### config.mk
export PLATFORM = sky130hd
export DESIGN_NAME = deser_array
export DESIGN_NICKNAME = d
export VERILOG_FILES = /design/src/rtl/deser_pkg.sv /design/src/rtl/deser_ctrl.sv /design/src/rtl/deser_lane.sv /design/src/rtl/deser_array.sv
export SDC_FILE = /design/constraint.sdc
export NUM_CORES = 1
export LEC_CHECK = 0
export ABC_CLOCK_PERIOD_IN_PS = 2800
export BUFFER_PORTS_ARGS = -buffer_cell sky130_fd_sc_hd__buf_2
export CORE_MARGIN = 2
export CORE_UTILIZATION = 55
export DETAILED_ROUTE_END_ITERATION = 16
export GPL_ROUTABILITY_DRIVEN = 1
export PLACE_DENSITY = 0.79
export SLEW_MARGIN = 20
export SYNTH_ARGS = -nofsm -noshare
export SYNTH_HDL_FRONTEND = slang
export SYNTH_SLANG_ARGS = --single-unit
### constraint.sdc
create_clock -name clk -period 2.8 [get_ports clk]
set_clock_uncertainty 0.1 [all_clocks]
set_input_delay 0.42 -clock clk [delete_from_list [all_inputs] [get_ports clk]]
set_output_delay 0.42 -clock clk [all_outputs]
set_load 0.02 [all_outputs]
### src/rtl/deser_pkg.sv
package deser_pkg;

   // Ratio select encoding used on the top-level port
   typedef enum logic [1:0] {
      RATIO_X8 = 2'd0,
      RATIO_X7 = 2'd1,
      RATIO_X4 = 2'd2,
      RATIO_X1 = 2'd3
   } ratio_e;

   localparam int MAX_LANES = 16;
   localparam int MIN_WORD_W = 8;

   // Number of serial bits forming one word for a given ratio
   function automatic int ratio_len(ratio_e r);
      case (r)
         RATIO_X8: return 8;
         RATIO_X7: return 7;
         RATIO_X4: return 4;
         default:  return 1;
      endcase
   endfunction

endpackage

### src/rtl/deser_ctrl.sv
module deser_ctrl
   import deser_pkg::*;
#(
   parameter int WORD_W = 8
) (
   input  logic              clk,
   input  logic              rst_n,
   input  ratio_e            ratio_sel,
   input  logic              sync_pulse,
   output logic              last_bit,
   output ratio_e            eff_ratio,
   output logic [WORD_W-1:0] word_mask
);

   localparam int CNT_W = $clog2(WORD_W);

   logic [CNT_W-1:0] cnt_q;
   logic [CNT_W-1:0] eff_cnt;
   logic [CNT_W-1:0] len_m1;
   ratio_e           ratio_q;
   int               len_i;
   logic             first_bit;

   // A sync pulse forces the current bit to be the first of a word
   assign eff_cnt   = sync_pulse ? '0 : cnt_q;
   assign first_bit = (eff_cnt == '0);
   assign eff_ratio = first_bit ? ratio_sel : ratio_q;
   assign len_i     = ratio_len(eff_ratio);
   assign len_m1    = CNT_W'(len_i - 1);
   assign last_bit  = (eff_cnt == len_m1);

   always_comb begin
      word_mask = '0;
      for (int i = 0; i < WORD_W; i++) begin
         word_mask[i] = (i < len_i);
      end
   end

   always_ff @(posedge clk or negedge rst_n) begin
      if (!rst_n) begin
         cnt_q   <= '0;
         ratio_q <= RATIO_X8;
      end else begin
         cnt_q <= last_bit ? '0 : eff_cnt + 1'b1;
         if (first_bit) begin
            ratio_q <= ratio_sel;
         end
      end
   end

endmodule

### src/rtl/deser_lane.sv
module deser_lane #(
   parameter int WORD_W = 8
) (
   input  logic              clk,
   input  logic              rst_n,
   input  logic              ser_bit,
   input  logic              capture,
   input  logic [WORD_W-1:0] word_mask,
   output logic [WORD_W-1:0] word_out
);

   logic [WORD_W-2:0] sh_q;
   logic [WORD_W-1:0] full;

   // Newest bit at position 0, so the oldest bit of a word is the highest
   assign full = {sh_q, ser_bit};

   always_ff @(posedge clk or negedge rst_n) begin
      if (!rst_n) begin
         sh_q     <= '0;
         word_out <= '0;
      end else begin
         sh_q <= full[WORD_W-2:0];
         if (capture) begin
            word_out <= full & word_mask;
         end
      end
   end

endmodule

### src/rtl/deser_array.sv
module deser_array
   import deser_pkg::*;
#(
   parameter int NUM_LANES = 16,
   parameter int WORD_W    = 8
) (
   input  logic                        clk,
   input  logic                        rst_n,
   input  logic [NUM_LANES-1:0]        ser_in,
   input  logic [1:0]                  ratio_sel,
   input  logic                        sync_pulse,
   output logic [NUM_LANES*WORD_W-1:0] par_word,
   output logic                        word_valid,
   output logic                        word_ce
);

   localparam int BUS_W = NUM_LANES * WORD_W;

   if (NUM_LANES < 1 || NUM_LANES > MAX_LANES) begin : g_bad_lanes
      $error("deser_array: NUM_LANES must be within 1..%0d", MAX_LANES);
   end
   if (WORD_W < MIN_WORD_W) begin : g_bad_width
      $error("deser_array: WORD_W must be at least %0d", MIN_WORD_W);
   end

   logic              last_bit;
   ratio_e            eff_ratio;
   logic [WORD_W-1:0] word_mask;
   logic              valid_q;

   deser_ctrl #(.WORD_W(WORD_W)) ctrl_i (
      .clk       (clk),
      .rst_n     (rst_n),
      .ratio_sel (ratio_e'(ratio_sel)),
      .sync_pulse(sync_pulse),
      .last_bit  (last_bit),
      .eff_ratio (eff_ratio),
      .word_mask (word_mask)
   );

   for (genvar g = 0; g < NUM_LANES; g++) begin : g_lane
      deser_lane #(.WORD_W(WORD_W)) lane_i (
         .clk      (clk),
         .rst_n    (rst_n),
         .ser_bit  (ser_in[g]),
         .capture  (last_bit),
         .word_mask(word_mask),
         .word_out (par_word[g*WORD_W +: WORD_W])
      );
   end

   always_ff @(posedge clk or negedge rst_n) begin
      if (!rst_n) begin
         valid_q <= 1'b0;
      end else begin
         valid_q <= last_bit;
      end
   end

   assign word_valid = valid_q;
   assign word_ce    = last_bit;

endmodule

# ---- Word level (Yosys, flattened, before mapping)
# Index checks and enable logic that the tools add are counted.
dict set report op_classes {
  n_addsub 2
  mul 0
  div_mod_pow 0
  magnitude_cmp 8
  n_eq_ne 3
  shifts 0
  muxes 4
  bitwise 16
  reduce_logical 2
}
# cell n
set op_table {}
lappend op_table {{8-bit AND} 16}
lappend op_table {{3-bit by 4-bit < comparator with 1-bit output, first input constant} 4}
lappend op_table {{4-bit case mux with 3 select lines} 1}
lappend op_table {{1-bit by 4-bit < comparator with 1-bit output, first input constant} 2}
lappend op_table {{2-bit by 4-bit < comparator with 1-bit output, first input constant} 2}
lappend op_table {{3-bit 2-to-1 mux} 2}
lappend op_table {{3-bit by 1-bit adder with 3-bit output, second input constant} 1}
lappend op_table {{3-bit equality test} 1}
lappend op_table {{3-bit logical NOT} 1}
lappend op_table {{3-bit by 1-bit subtractor with 3-bit output, second input constant} 1}
lappend op_table {{2-bit by 1-bit equality test with 1-bit output, second input constant} 1}
lappend op_table {{2-bit equality test, second input constant} 1}
lappend op_table {{2-bit logical NOT} 1}
lappend op_table {{2-bit 2-to-1 mux} 1}
dict set report totals {
  ff_bits 246
  latch_bits 0
  ram_bits 0
  mem_bits_ro 0
  inputBits 21
  out_inout_bits 130
  wordCells 70
  mem_count 0
}

# ---- Logic depth before layout (Yosys ltp)
# Gate-level depths: netlist of run 1.
dict set report depth {
  ltp_word 8
  depth_mapped 10
  depth_no_buf 9
}

# ---- Cells and area by module
# A second synthesis of run 1 with hierarchy kept.
dict set report hier_totals {
  hier_cells 690
  hier_area_um2 8683.3
}
# module n_inst cells_per_inst area_per_inst_um2 seq_area_each_um2
set modules_own_cells {}
lappend modules_own_cells {deser_lane 16 40 514.2 375.4}
lappend modules_own_cells {deser_ctrl 1 49 430.4 125.1}
lappend modules_own_cells {deser_array 1 1 25.0 25.0}

# ---- Worst setup path after synthesis of run 1
# Ideal clock, no wire load.
dict set report synth_path {
  path_type {input to register}
  start {in sync_pulse}
  end {reg g_lane[11].lane_i.word_out[0]}
  setup_ns 0.125
  t_arrival_ns 2.412
  required_time_ns 2.575
  slack_ns 0.163
  stages 10
  n_path_buf 1
  path_cell_list {and2b_1 inv_1 ha_1 mux2_2 nand4b_1 o31a_1 and2_1 buf_6 inv_1 mux2_2}
}
dict set report synth_via {
  elab_chain_len 7
  word_cells_on_any_way 11
  classes_between {add/sub: 1; order compare: 1; eq/ne: 3; mux: 3; bitwise: 1; reduce/logical: 2}
}
# element line
set synth_rtl {}
lappend synth_rtl {{from (decl)} deser_array.sv:11} ;# input logic sync_pulse,
lappend synth_rtl {{3-bit 2-to-1 mux *} deser_ctrl.sv:25} ;# assign eff_cnt = sync_pulse ? '0 : cnt_q;
lappend synth_rtl {{3-bit logical NOT} deser_ctrl.sv:26} ;# assign first_bit = (eff_cnt == '0);
lappend synth_rtl {{2-bit 2-to-1 mux} deser_ctrl.sv:27} ;# assign eff_ratio = first_bit ? ratio_sel : ratio_q;
lappend synth_rtl {{2-bit equality test (tied with other cells)} deser_pkg.sv:16} ;# case (r)
lappend synth_rtl {{4-bit case mux with 3 select lines} deser_pkg.sv:16}
lappend synth_rtl {{3-bit by 1-bit subtractor with 3-bit output} deser_ctrl.sv:29} ;# assign len_m1 = CNT_W'(len_i - 1);
lappend synth_rtl {{3-bit equality test *} deser_ctrl.sv:30} ;# assign last_bit = (eff_cnt == len_m1);
lappend synth_rtl {{named net word_ce} deser_array.sv:14} ;# output logic word_ce
lappend synth_rtl {{to (signal assigned)} deser_lane.sv:25} ;# word_out <= full & word_mask;
lappend synth_rtl {{to (decl)} deser_lane.sv:9} ;# output logic [WORD_W-1:0] word_out
# The timed path passes the listed nets; every way through them passes the cells marked *.
# A chain may end at the register's enable or synchronous reset.

# ---- Worst setup path after layout of run 1
dict set report layout_path {
  start {reg ctrl_i.cnt_q[0]}
  end {out word_ce}
}
dict set report layout_via {
  elab_chain_len 7
  word_cells_on_any_way 9
  classes_between {add/sub: 1; eq/ne: 3; mux: 3; reduce/logical: 2}
}
# element line
set layout_rtl {}
lappend layout_rtl {{from (decl)} deser_ctrl.sv:17} ;# logic [CNT_W-1:0] cnt_q;
lappend layout_rtl {{from (signal assigned)} deser_ctrl.sv:44} ;# cnt_q <= last_bit ? '0 : eff_cnt + 1'b1;
lappend layout_rtl {{3-bit 2-to-1 mux *} deser_ctrl.sv:25}
lappend layout_rtl {{3-bit logical NOT} deser_ctrl.sv:26}
lappend layout_rtl {{2-bit 2-to-1 mux} deser_ctrl.sv:27}
lappend layout_rtl {{2-bit equality test (tied with other cells)} deser_pkg.sv:16}
lappend layout_rtl {{4-bit case mux with 3 select lines} deser_pkg.sv:16}
lappend layout_rtl {{3-bit by 1-bit subtractor with 3-bit output} deser_ctrl.sv:29}
lappend layout_rtl {{3-bit equality test *} deser_ctrl.sv:30}
lappend layout_rtl {{to (decl)} deser_array.sv:14}
# Mark *: on every way between the ends. The rest lies on a longest branch, timed or not.

==> reports/qor.yml, run 1 <==
outcome: "finished, violations left"
violations: "negative setup slack"
grt_usage: 0.219
startpoint: "ctrl_i.cnt_q[0]$_DFF_PN0_"
leakage_nw: 5.79
rrSetupSlack_ns: 0.08
regArea_mm2: 0.00616
slew_headroom: 0.545
power_frac_comb: 0.288
path_buf_inv: 3
yosysSeqAreaShare: 0.744
multi_input_area_mm2: 0.00200
ys_seq_elements: 246
power.density_mw_per_mm2: 1040
hold_violations: 0
finalCritPeriodShare: 1.03
clkPwrFrac: 0.290
final_cell_mix: "246 x dfrtp_1, 148 x buf_2, 143 x nand2_1, 140 x nand3_1, 31 x clkbuf_16"
die_h_um: 127
nFillCells: 946
antenna_found_initial: 0
tns_ns: -0.0815
layout-drive-gt1-share: 0.325
preCtsSetupSlack_ns: -0.0131
worst_slew_pin_slew_ns: 0.683
grt_overflow: 0
top_level_ports: 151
die_w_um: 127
cp_slowest_cell: "dfrtp_1"
dieArea_mm2: 0.0160
fin_nets: 865
ys_warn_count: 0
numPortBuffers: 150
drt_iter0_markers: 410
setup_viol: 1
clockBufferDepth: 3
cts_root_buffer: "clkbuf_16"
critPathRequiredTime_ns: 2.28
rsz0062_at_grt: "true"
drtPass1Iterations: 5
place.gp.congestion: 0.764
reg2reg_depth: 11
syn_nets: 677
ys_types: 27
cts_max_level: 1
antenna_left: 0
viasPerCell: 5.35
path_cells: "and2b_2, inv_2, ha_4, mux2_4, nand4b_1, o31a_2, and2_4, inv_4, buf_6"
grt_pass1_vias: 5653
cp_max_fo: 4
holdPathEnd: "ctrl_i.ratio_q[1]$_DFF_PN0_"
syn_inst: 654
final-max-slew-violation-count: 0
critPathArrivalTime_ns: 2.36
seqPwrFrac: 0.422
hp-start: "ratio_sel[1]"
p_int_mw: 7.34
ir_drop_mv: 0.668
fmax_ghz: 0.347
hold_ws_ns: 0.135
final_common_cell: "dfrtp_1"
period_minus_slack_ns: 2.88
p_sw_mw: 3.69
initial_core_util: 0.567
synth_top_area_cell: "dfrtp_1"
wl_um: 18300
max_stage_delay_ns: 0.41
drc: 0
final_cells: 1043
clkSinkCount: 246
num_antenna_cells: 0
synth_area_leaders: "dfrtp_1 74%, nand3_1 8.7%, nand2_1 6.6%, mux2_4 1.8%, a31o_2 1.7%"
cts_made_buffers: 24
synth_area_per_cell_um2: 12.7
worstSetupEndpointType: "primary output"
reg2reg_to: "g_lane[4].lane_i.word_out[7]$_DFFE_PN0N_"
core_area_mm2: 0.0146
synth_area_mm2: 0.00827
dp.cells: 964
cts.clk_slew.worst_paths_ns: 0.06
synth_top_area_share: 0.744
critical_path_class: "flop to primary output"
reg2reg_from: "ctrl_i.cnt_q[0]$_DFF_PN0_"
clk_latency_ns: 0.49
holdCritPathClass: "primary input to flop"
vias: 5582
cp_top_family: "simple AND/OR/NAND/NOR gates"
place_hpwl_um: 10600
area_growth_pct: 28.7
grt_pass1_wl_um: 28700
row_count: 44
cts_tree: "yes"
setup_ws_ns: -0.0815
drv_cap: 0
wire_per_inst_um: 17.5
grt_start_max_net_pins: 95
hold_depth: 3
power.share.switching: 0.334
start_kind: "flop"
## power by group through the flow
| stage | Sequential [mW] | Clock [mW] | Combinational (mW) |
|---|---|---|---|
| after CTS | 4.64 | 3.23 | 3.07 |
| after floorplan | 5.35 | 0 | 1.14 |
| final | 4.65 | 3.19 | 3.18 |
| after global placement | 4.67 | 0 | 2.87 |
| after detailed placement | 4.70 | 0 | 2.97 |
| after global routing | 4.73 | 3.40 | 3.42 |
## tightest hold or removal path, stage by stage
cell	delay, ns
buf_2	0.11
mux2i_4	0.08
inv_1	0.07
## metrics by stage
| stage | instance area, µm² | power, mW | util |
|---|---|---|---|
| finish | 10600 | 11.0 | 0.730 |
| global route | 10600 | 11.5 | 0.730 |
| CTS | 10400 | 10.9 | 0.713 |
| detailed placement | 9350 | 7.66 | 0.641 |
| global placement | 9350 | 7.53 | 0.641 |
| floorplan | 8270 | 6.49 | - |
## sequential cells by signal (all words and copies together), names as in the netlist
signal,cells
ctrl_i.ratio_q,2
g_lane.lane_i.word_out,128
word_valid,1
ctrl_i.cnt_q,3
g_lane.lane_i.sh_q,112
## cells by family after synthesis
family	count (synthesis)	share of synthesized area
compound gates	20	0.0209
xor+xnor	2	0.00212
fa+ha+maj	2	0.00302
buf+inv	48	0.0257
flops	246	0.744
mux	18	0.0289
simple gates	318	0.175
## how the worst max path moves through the flow
stage          cells after the start  slack [ns]                                   endpoint
2_1_floorplan                     10        0.16  g_lane[11].lane_i.word_out[0]$_DFFE_PN0N_
3_3_place_gp                      10        0.10                                    word_ce
3_5_place_dp                      11       -0.01  g_lane[11].lane_i.word_out[0]$_DFFE_PN0N_
4_1_cts                            9       -0.06                                    word_ce
5_1_grt                            9       -0.17                                    word_ce
6_report                           9       -0.08                                    word_ce
## layout make-up
cell class,instances,share of cell area
timing repair buffer,206,0.135
clock buffer,35,0.0689
multi-input combinational,360,0.188
inverter,4,0.00165
tap,184,0.0216
sequential,246,0.578
clock inverter,8,0.00682
## layer usage
metal | up-vias | part of all wire | wire length, µm | track usage
met4 | 0 | 0.024 | 440 | 0.0562
met3 | 37 | 0.060 | 1100 | 0.0384
met2 | 189 | 0.50 | 9190 | 0.360
li1 | 2564 | - | - | -
met5 | - | 0 | 0 | 0
met1 | 2792 | 0.41 | 7560 | 0.308
## synth_stat cells (all sizes together)
cell type	number
a21boi	1
a31o	16
and2	1
and2b	1
and3	18
buf	21
clkbuf	23
dfrtp	246
ha	2
inv	4
mux2	17
mux2i	1
nand2	145
nand2b	2
nand3	144
nand4b	2
nor2	3
nor3	1
o221ai	1
o31a	1
o31ai	1
or2	1
xor2	2
## what timing repair did
item,in CTS,in global routing
resized for setup,7,13
hold endpoints to repair,105,0
setup endpoints to repair,1,113
cloned,0,6
hold buffers,17,0
setup buffers,8,6
pin swaps,2,10
No activity file was read; power rests on OpenSTA's default activity.
==> inputs of run 2 (changes only) <==
--- a/config.mk
+++ b/config.mk
@@ -7,11 +7,14 @@
 export LEC_CHECK = 0
 export ABC_CLOCK_PERIOD_IN_PS = 2800
 export BUFFER_PORTS_ARGS = -buffer_cell sky130_fd_sc_hd__buf_2
+export CELL_PAD_IN_SITES_DETAIL_PLACEMENT = 0
+export CELL_PAD_IN_SITES_GLOBAL_PLACEMENT = 1
+export CORE_ASPECT_RATIO = 1.1
 export CORE_MARGIN = 2
-export CORE_UTILIZATION = 55
+export CORE_UTILIZATION = 44
 export DETAILED_ROUTE_END_ITERATION = 16
 export GPL_ROUTABILITY_DRIVEN = 1
-export PLACE_DENSITY = 0.79
+export PLACE_DENSITY_LB_ADDON = 0.1
 export SLEW_MARGIN = 20
 export SYNTH_ARGS = -nofsm -noshare
 export SYNTH_HDL_FRONTEND = slang
==> run 2 against run 1 <==
Compared with the run above: the run still ends with negative setup slack left; sequential share of layout area fell by 0.25 points; final cell count grew 5.8%; highest routed layer unchanged; clock power decreased by 3%; core utilization fell by 15 points; largest power group unchanged; fmax rose by 0.35%; cell area up 0.43%; via count shrank 0.57%; setup slack gained 0.010 ns.
==> reports/qor.yml, run 2 (synthesized netlist as in run 1, its figures left out) <==
cts_made_buffers: 24
layout-drive-gt1-share: 0.320
place_hpwl_um: 10700
core_area_mm2: 0.0184
start_kind: "flop"
vias: 5550
dp.cells: 1028
drv_cap: 0
slew_headroom: 0.627
grt_start_max_net_pins: 114
dieArea_mm2: 0.0199
antenna_found_initial: 0
max_stage_delay_ns: 0.39
cp_slowest_cell: "dfrtp_1"
top_register: "g_lane.lane_i.word_out"
final_common_cell: "dfrtp_1"
fmax_ghz: 0.348
final_cells: 1103
cts_tree: "yes"
grt_pass1_wl_um: 29700
area_growth_pct: 29.2
setup_ws_ns: -0.0714
wl_um: 18500
tns_ns: -0.0714
critPathArrivalTime_ns: 2.35
rrSetupSlack_ns: 0.01
critPathRequiredTime_ns: 2.28
setup_viol: 1
clockBufferDepth: 3
power.share.switching: 0.334
cts_max_level: 1
path_cells: "and2b_1, inv_1, ha_2, mux2_4, nand4b_1, o31a_2, and2_4, inv_6, buf_6"
numPortBuffers: 150
die_h_um: 148
p_sw_mw: 3.67
wire_per_inst_um: 16.8
place.gp.congestion: 0.715
rsz0062_at_grt: "true"
drc: 0
violations: "negative setup slack"
cp_max_fo: 2
final_util: 0.581
antenna_left: 0
die_w_um: 135
grt_usage: 0.183
reg_top3: "g_lane.lane_i.word_out (128), g_lane.lane_i.sh_q (112), ctrl_i.cnt_q (3)"
p_int_mw: 7.30
hold_ws_ns: 0.123
clkPwrFrac: 0.284
nFillCells: 1537
multi_input_area_mm2: 0.00198
cts.clk_slew.worst_paths_ns: 0.06
fin_nets: 868
regArea_mm2: 0.00616
initial_core_util: 0.449
ir_drop_mv: 0.749
critical_path_class: "flop to primary output"
worst_slew_pin_slew_ns: 0.559
seqPwrFrac: 0.423
grt_pass1_vias: 5691
worstSetupEndpointType: "primary output"
cts_root_buffer: "clkbuf_16"
viasPerCell: 5.03
largest_register_ffs: 128
outcome: "finished, violations left"
drtPass1Iterations: 4
clkSinkCount: 246
clk_latency_ns: 0.50
leakage_nw: 5.80
power.density_mw_per_mm2: 1030
finalCritPeriodShare: 1.03
drt_iter0_markers: 365
grt_overflow: 0
holdCritPathClass: "primary input to flop"
period_minus_slack_ns: 2.87
hold_violations: 0
final_cell_mix: "246 x dfrtp_1, 148 x buf_2, 143 x nand2_1, 143 x nand3_1, 29 x clkbuf_16"
num_antenna_cells: 0
top_level_ports: 151
power_frac_comb: 0.293
final-max-slew-violation-count: 0
row_count: 52
[run 2: metrics by stage]
step / instance area (µm²) / power (mW) / worst slack (ns)
6_report: 10700 / 11.0 / -0.0714
5_1_grt: 10700 / 11.6 / -0.137
4_1_cts: 10500 / 11.0 / -0.134
3_5_place_dp: 9470 / 7.75 / -0.446
3_3_place_gp: 9470 / 7.68 / -0.290
2_1_floorplan: 8270 / 6.49 / 0.163
[run 2: worst max-delay path: cells and delay by family (launching register included)]
family | cells | cell delay, ns
AOI/OAI and AO/OA | 1 | 0.35
adders and majority gates | 1 | 0.19
buffers and inverters | 3 | 0.24
DFF | 1 | 0.39
muxes | 1 | 0.17
and+or+nand+nor | 3 | 0.50
[run 2: path summary, 6_finish.rpt]
| path | from | cells after the start | endpoint |
|---|---|---|---|
| max | ctrl_i.cnt_q[0]$_DFF_PN0_ | 9 | word_ce |
| min | ratio_sel[1] | 3 | ctrl_i.ratio_q[1]$_DFF_PN0_ |
| max reg2reg | ctrl_i.cnt_q[0]$_DFF_PN0_ | 15 | g_lane[12].lane_i.word_out[5]$_DFFE_PN0N_ |
| min reg2reg | g_lane[15].lane_i.sh_q[3]$_DFF_PN0_ | 0 | g_lane[15].lane_i.sh_q[4]$_DFF_PN0_ |
| max in group asynchronous | rst_n | 3 | g_lane[6].lane_i.word_out[3]$_DFFE_PN0N_ |
| min in group asynchronous | rst_n | 2 | g_lane[14].lane_i.sh_q[6]$_DFF_PN0_ |
[run 2: area by class of cell]
type,instances,area share
multi-input cells,360,0.185
repair buffers,209,0.137
well taps,243,0.0284
flip-flops and latches,246,0.576
clock buffers,34,0.0663
inverters,4,0.00187
clock inverters,7,0.00585
[run 2: repair_timing]
action / CTS / global route
pin swaps: 2 / 5
gates cloned: 0 / 5
endpoints found under the setup margin: 33 / 33
resized for setup: 9 / 14
hold buffers: 17 / 0
hold endpoints to repair: 87 / 0
buffers inserted: 6 / 7
[run 2: per-layer routing]
layer / global-route usage / share of wire / vias up
met2: 0.281 / 0.46 / 133
met4: 0.0416 / 0.017 / 0
met1: 0.271 / 0.47 / 2826
met3: 0.0401 / 0.059 / 26
li1: - / - / 2565
met5: 0 / 0 / -
[run 2: power groups by stage]
| stage | combinational (mW) | sequential [mW] | clock [mW] |
|---|---|---|---|
| after floorplan | 1.14 | 5.35 | 0 |
| after detailed placement | 3.06 | 4.70 | 0 |
| final | 3.21 | 4.65 | 3.11 |
| after global placement | 2.99 | 4.69 | 0 |
| after global routing | 3.48 | 4.73 | 3.36 |
| after CTS | 3.15 | 4.65 | 3.21 |
==> inputs of run 3 (changes only) <==
--- a/config.mk
+++ b/config.mk
@@ -14,8 +14,10 @@
 export CORE_UTILIZATION = 44
 export DETAILED_ROUTE_END_ITERATION = 16
 export GPL_ROUTABILITY_DRIVEN = 1
-export PLACE_DENSITY_LB_ADDON = 0.1
+export MAX_ROUTING_LAYER = met4
+export PLACE_DENSITY = 0.76
 export SLEW_MARGIN = 20
 export SYNTH_ARGS = -nofsm -noshare
 export SYNTH_HDL_FRONTEND = slang
 export SYNTH_SLANG_ARGS = --single-unit
+export TNS_END_PERCENT = 50
==> run 3 against run 2 <==
Compared with the run above: the run now ends clean; combinational power shrank 4%; cell area shrank 2.1%; clock power shrank 2%; via count shrank 1.7%.
==> reports/qor.yml, run 3 (synthesized netlist as in run 1, its figures left out) <==
outcome: "complete, no violations"
final_common_cell: "dfrtp_1"
cts_max_level: 1
critPathRequiredTime_ns: 2.28
period_minus_slack_ns: 2.75
core_area_mm2: 0.0184
drv_cap: 0
grt_start_max_net_pins: 114
grt_usage: 0.187
vias: 5456
worst_slew_pin_slew_ns: 0.523
hold_ws_ns: 0.132
reg2reg_depth: 11
fin_nets: 858
seqPwrFrac: 0.432
setup_viol: 0
cts_made_buffers: 25
cp_max_fo: 4
leakage_nw: 5.69
tns_ns: 0
grt_overflow: 0
setup_ws_ns: 0.0463
grt_pass1_vias: 5660
dieArea_mm2: 0.0199
numPortBuffers: 150
initial_core_util: 0.449
path_cells: "and2b_1, inv_2, ha_4, mux2_4, nand4b_1, o31a_2, and2_4, inv_4, buf_6"
finalPower_mw: 10.8
max_stage_delay_ns: 0.37
drt_iter0_markers: 268
drtPass1Iterations: 4
rsz0062_at_grt: "true"
reg2reg_to: "g_lane[2].lane_i.word_out[7]$_DFFE_PN0N_"
wl_um: 17600
antenna_found_initial: 0
critical_path_class: "flop to primary output"
critPathArrivalTime_ns: 2.23
reg_top3: "g_lane.lane_i.word_out (128), g_lane.lane_i.sh_q (112), ctrl_i.cnt_q (3)"
cp_top_family: "simple AND/OR/NAND/NOR gates"
holdPathEnd: "ctrl_i.ratio_q[1]$_DFF_PN0_"
die_w_um: 135
num_antenna_cells: 0
hold_depth: 3
p_sw_mw: 3.61
top_register: "g_lane.lane_i.word_out"
reg2reg_from: "ctrl_i.cnt_q[0]$_DFF_PN0_"
cp_slowest_cell: "dfrtp_1"
critical_path_depth: 9
layout-drive-gt1-share: 0.304
clkSinkCount: 246
cts.clk_slew.worst_paths_ns: 0.06
hold_violations: 0
cts_root_buffer: "clkbuf_16"
clockBufferDepth: 3
cts_tree: "yes"
grt_pass1_wl_um: 29300
holdCritPathClass: "primary input to flop"
hp-start: "ratio_sel[1]"
start_kind: "flop"
preCtsSetupSlack_ns: 0.0220
area_growth_pct: 26.6
wire_per_inst_um: 16.1
p_int_mw: 7.17
power_frac_comb: 0.285
viasPerCell: 4.99
largest_register_ffs: 128
final_cell_mix: "246 x dfrtp_1, 148 x buf_2, 145 x nand2_1, 144 x nand3_1, 25 x clkbuf_16"
path_buf_inv: 3
power.density_mw_per_mm2: 1030
fmax_ghz: 0.363
top_level_ports: 151
place.gp.congestion: 0.811
row_count: 52
final-max-slew-violation-count: 0
final_cells: 1094
drc: 0
worstSetupEndpointType: "primary output"
rrSetupSlack_ns: 0.14
place_hpwl_um: 10400
dp.cells: 1024
clk_latency_ns: 0.50
power.share.switching: 0.335
ir_drop_mv: 0.600
finalCritPeriodShare: 0.983
antenna_left: 0
slew_headroom: 0.651
clkPwrFrac: 0.283
die_h_um: 148
[run 3: cell count changes in the layout (fill, tap and decap cells not counted), moves of 2 or more]
cell and change:
buf_12 +3, nand2_1 +2, buf_16 -3, buf_4 -3
buf_6 -3, clkinv_2 -2, clkbuf_16 -4, clkbuf_1 +4
[run 3: worst min-delay path, delay by kind of cell]
family | cells | cell delay (ns)
multiplexers | 1 | 0.08
buffers and inverters | 2 | 0.19
[run 3: power groups by stage]
stage          sequential, mW  combinational (mW)  clock, mW
6_report                 4.66                3.07       3.05
3_3_place_gp             4.69                2.93          0
5_1_grt                  4.75                3.34       3.28
3_5_place_dp             4.71                2.99          0
4_1_cts                  4.66                3.09       3.14
2_1_floorplan            5.35                1.14          0
[run 3: worst max path at each step]
stage | endpoint | startpoint
after global placement | word_ce | sync_pulse
final | word_ce | ctrl_i.cnt_q[0]$_DFF_PN0_
after detailed placement | word_ce | sync_pulse
after floorplan | g_lane[11].lane_i.word_out[0]$_DFFE_PN0N_ | sync_pulse
after CTS | word_ce | ctrl_i.cnt_q[0]$_DFF_PN0_
after global routing | word_ce | ctrl_i.cnt_q[0]$_DFF_PN0_
[run 3: per-layer routing]
metal / routed length (µm) / GRT usage / part of all wire
met5: 0 / - / 0
met4: 342 / 0.0479 / 0.019
met3: 822 / 0.0278 / 0.047
met2: 8750 / 0.299 / 0.50
met1: 7660 / 0.254 / 0.44
[run 3: cell type report]
type,count,area [µm²]
clock buffer,38,724
clock inverter,5,31.3
fill,1546,7940
inverter,4,17.5
multi-input combinational,360,1970
sequential,246,6160
tap,243,304
timing repair buffer,198,1270
[run 3: what timing repair did]
action,CTS,global route
pin swaps,3,1
hold buffers,17,0
gates cloned,0,0
hold endpoints to repair,56,0
setup endpoints to repair,1,1
buffers inserted,6,4
gates resized for setup,10,0
[run 3: metrics by stage]
step	cell area (µm²)	util
global placement	9440	0.513
detailed placement	9440	0.513
CTS	10400	0.567
floorplan	8270	-
finish	10500	0.569
global route	10500	0.569
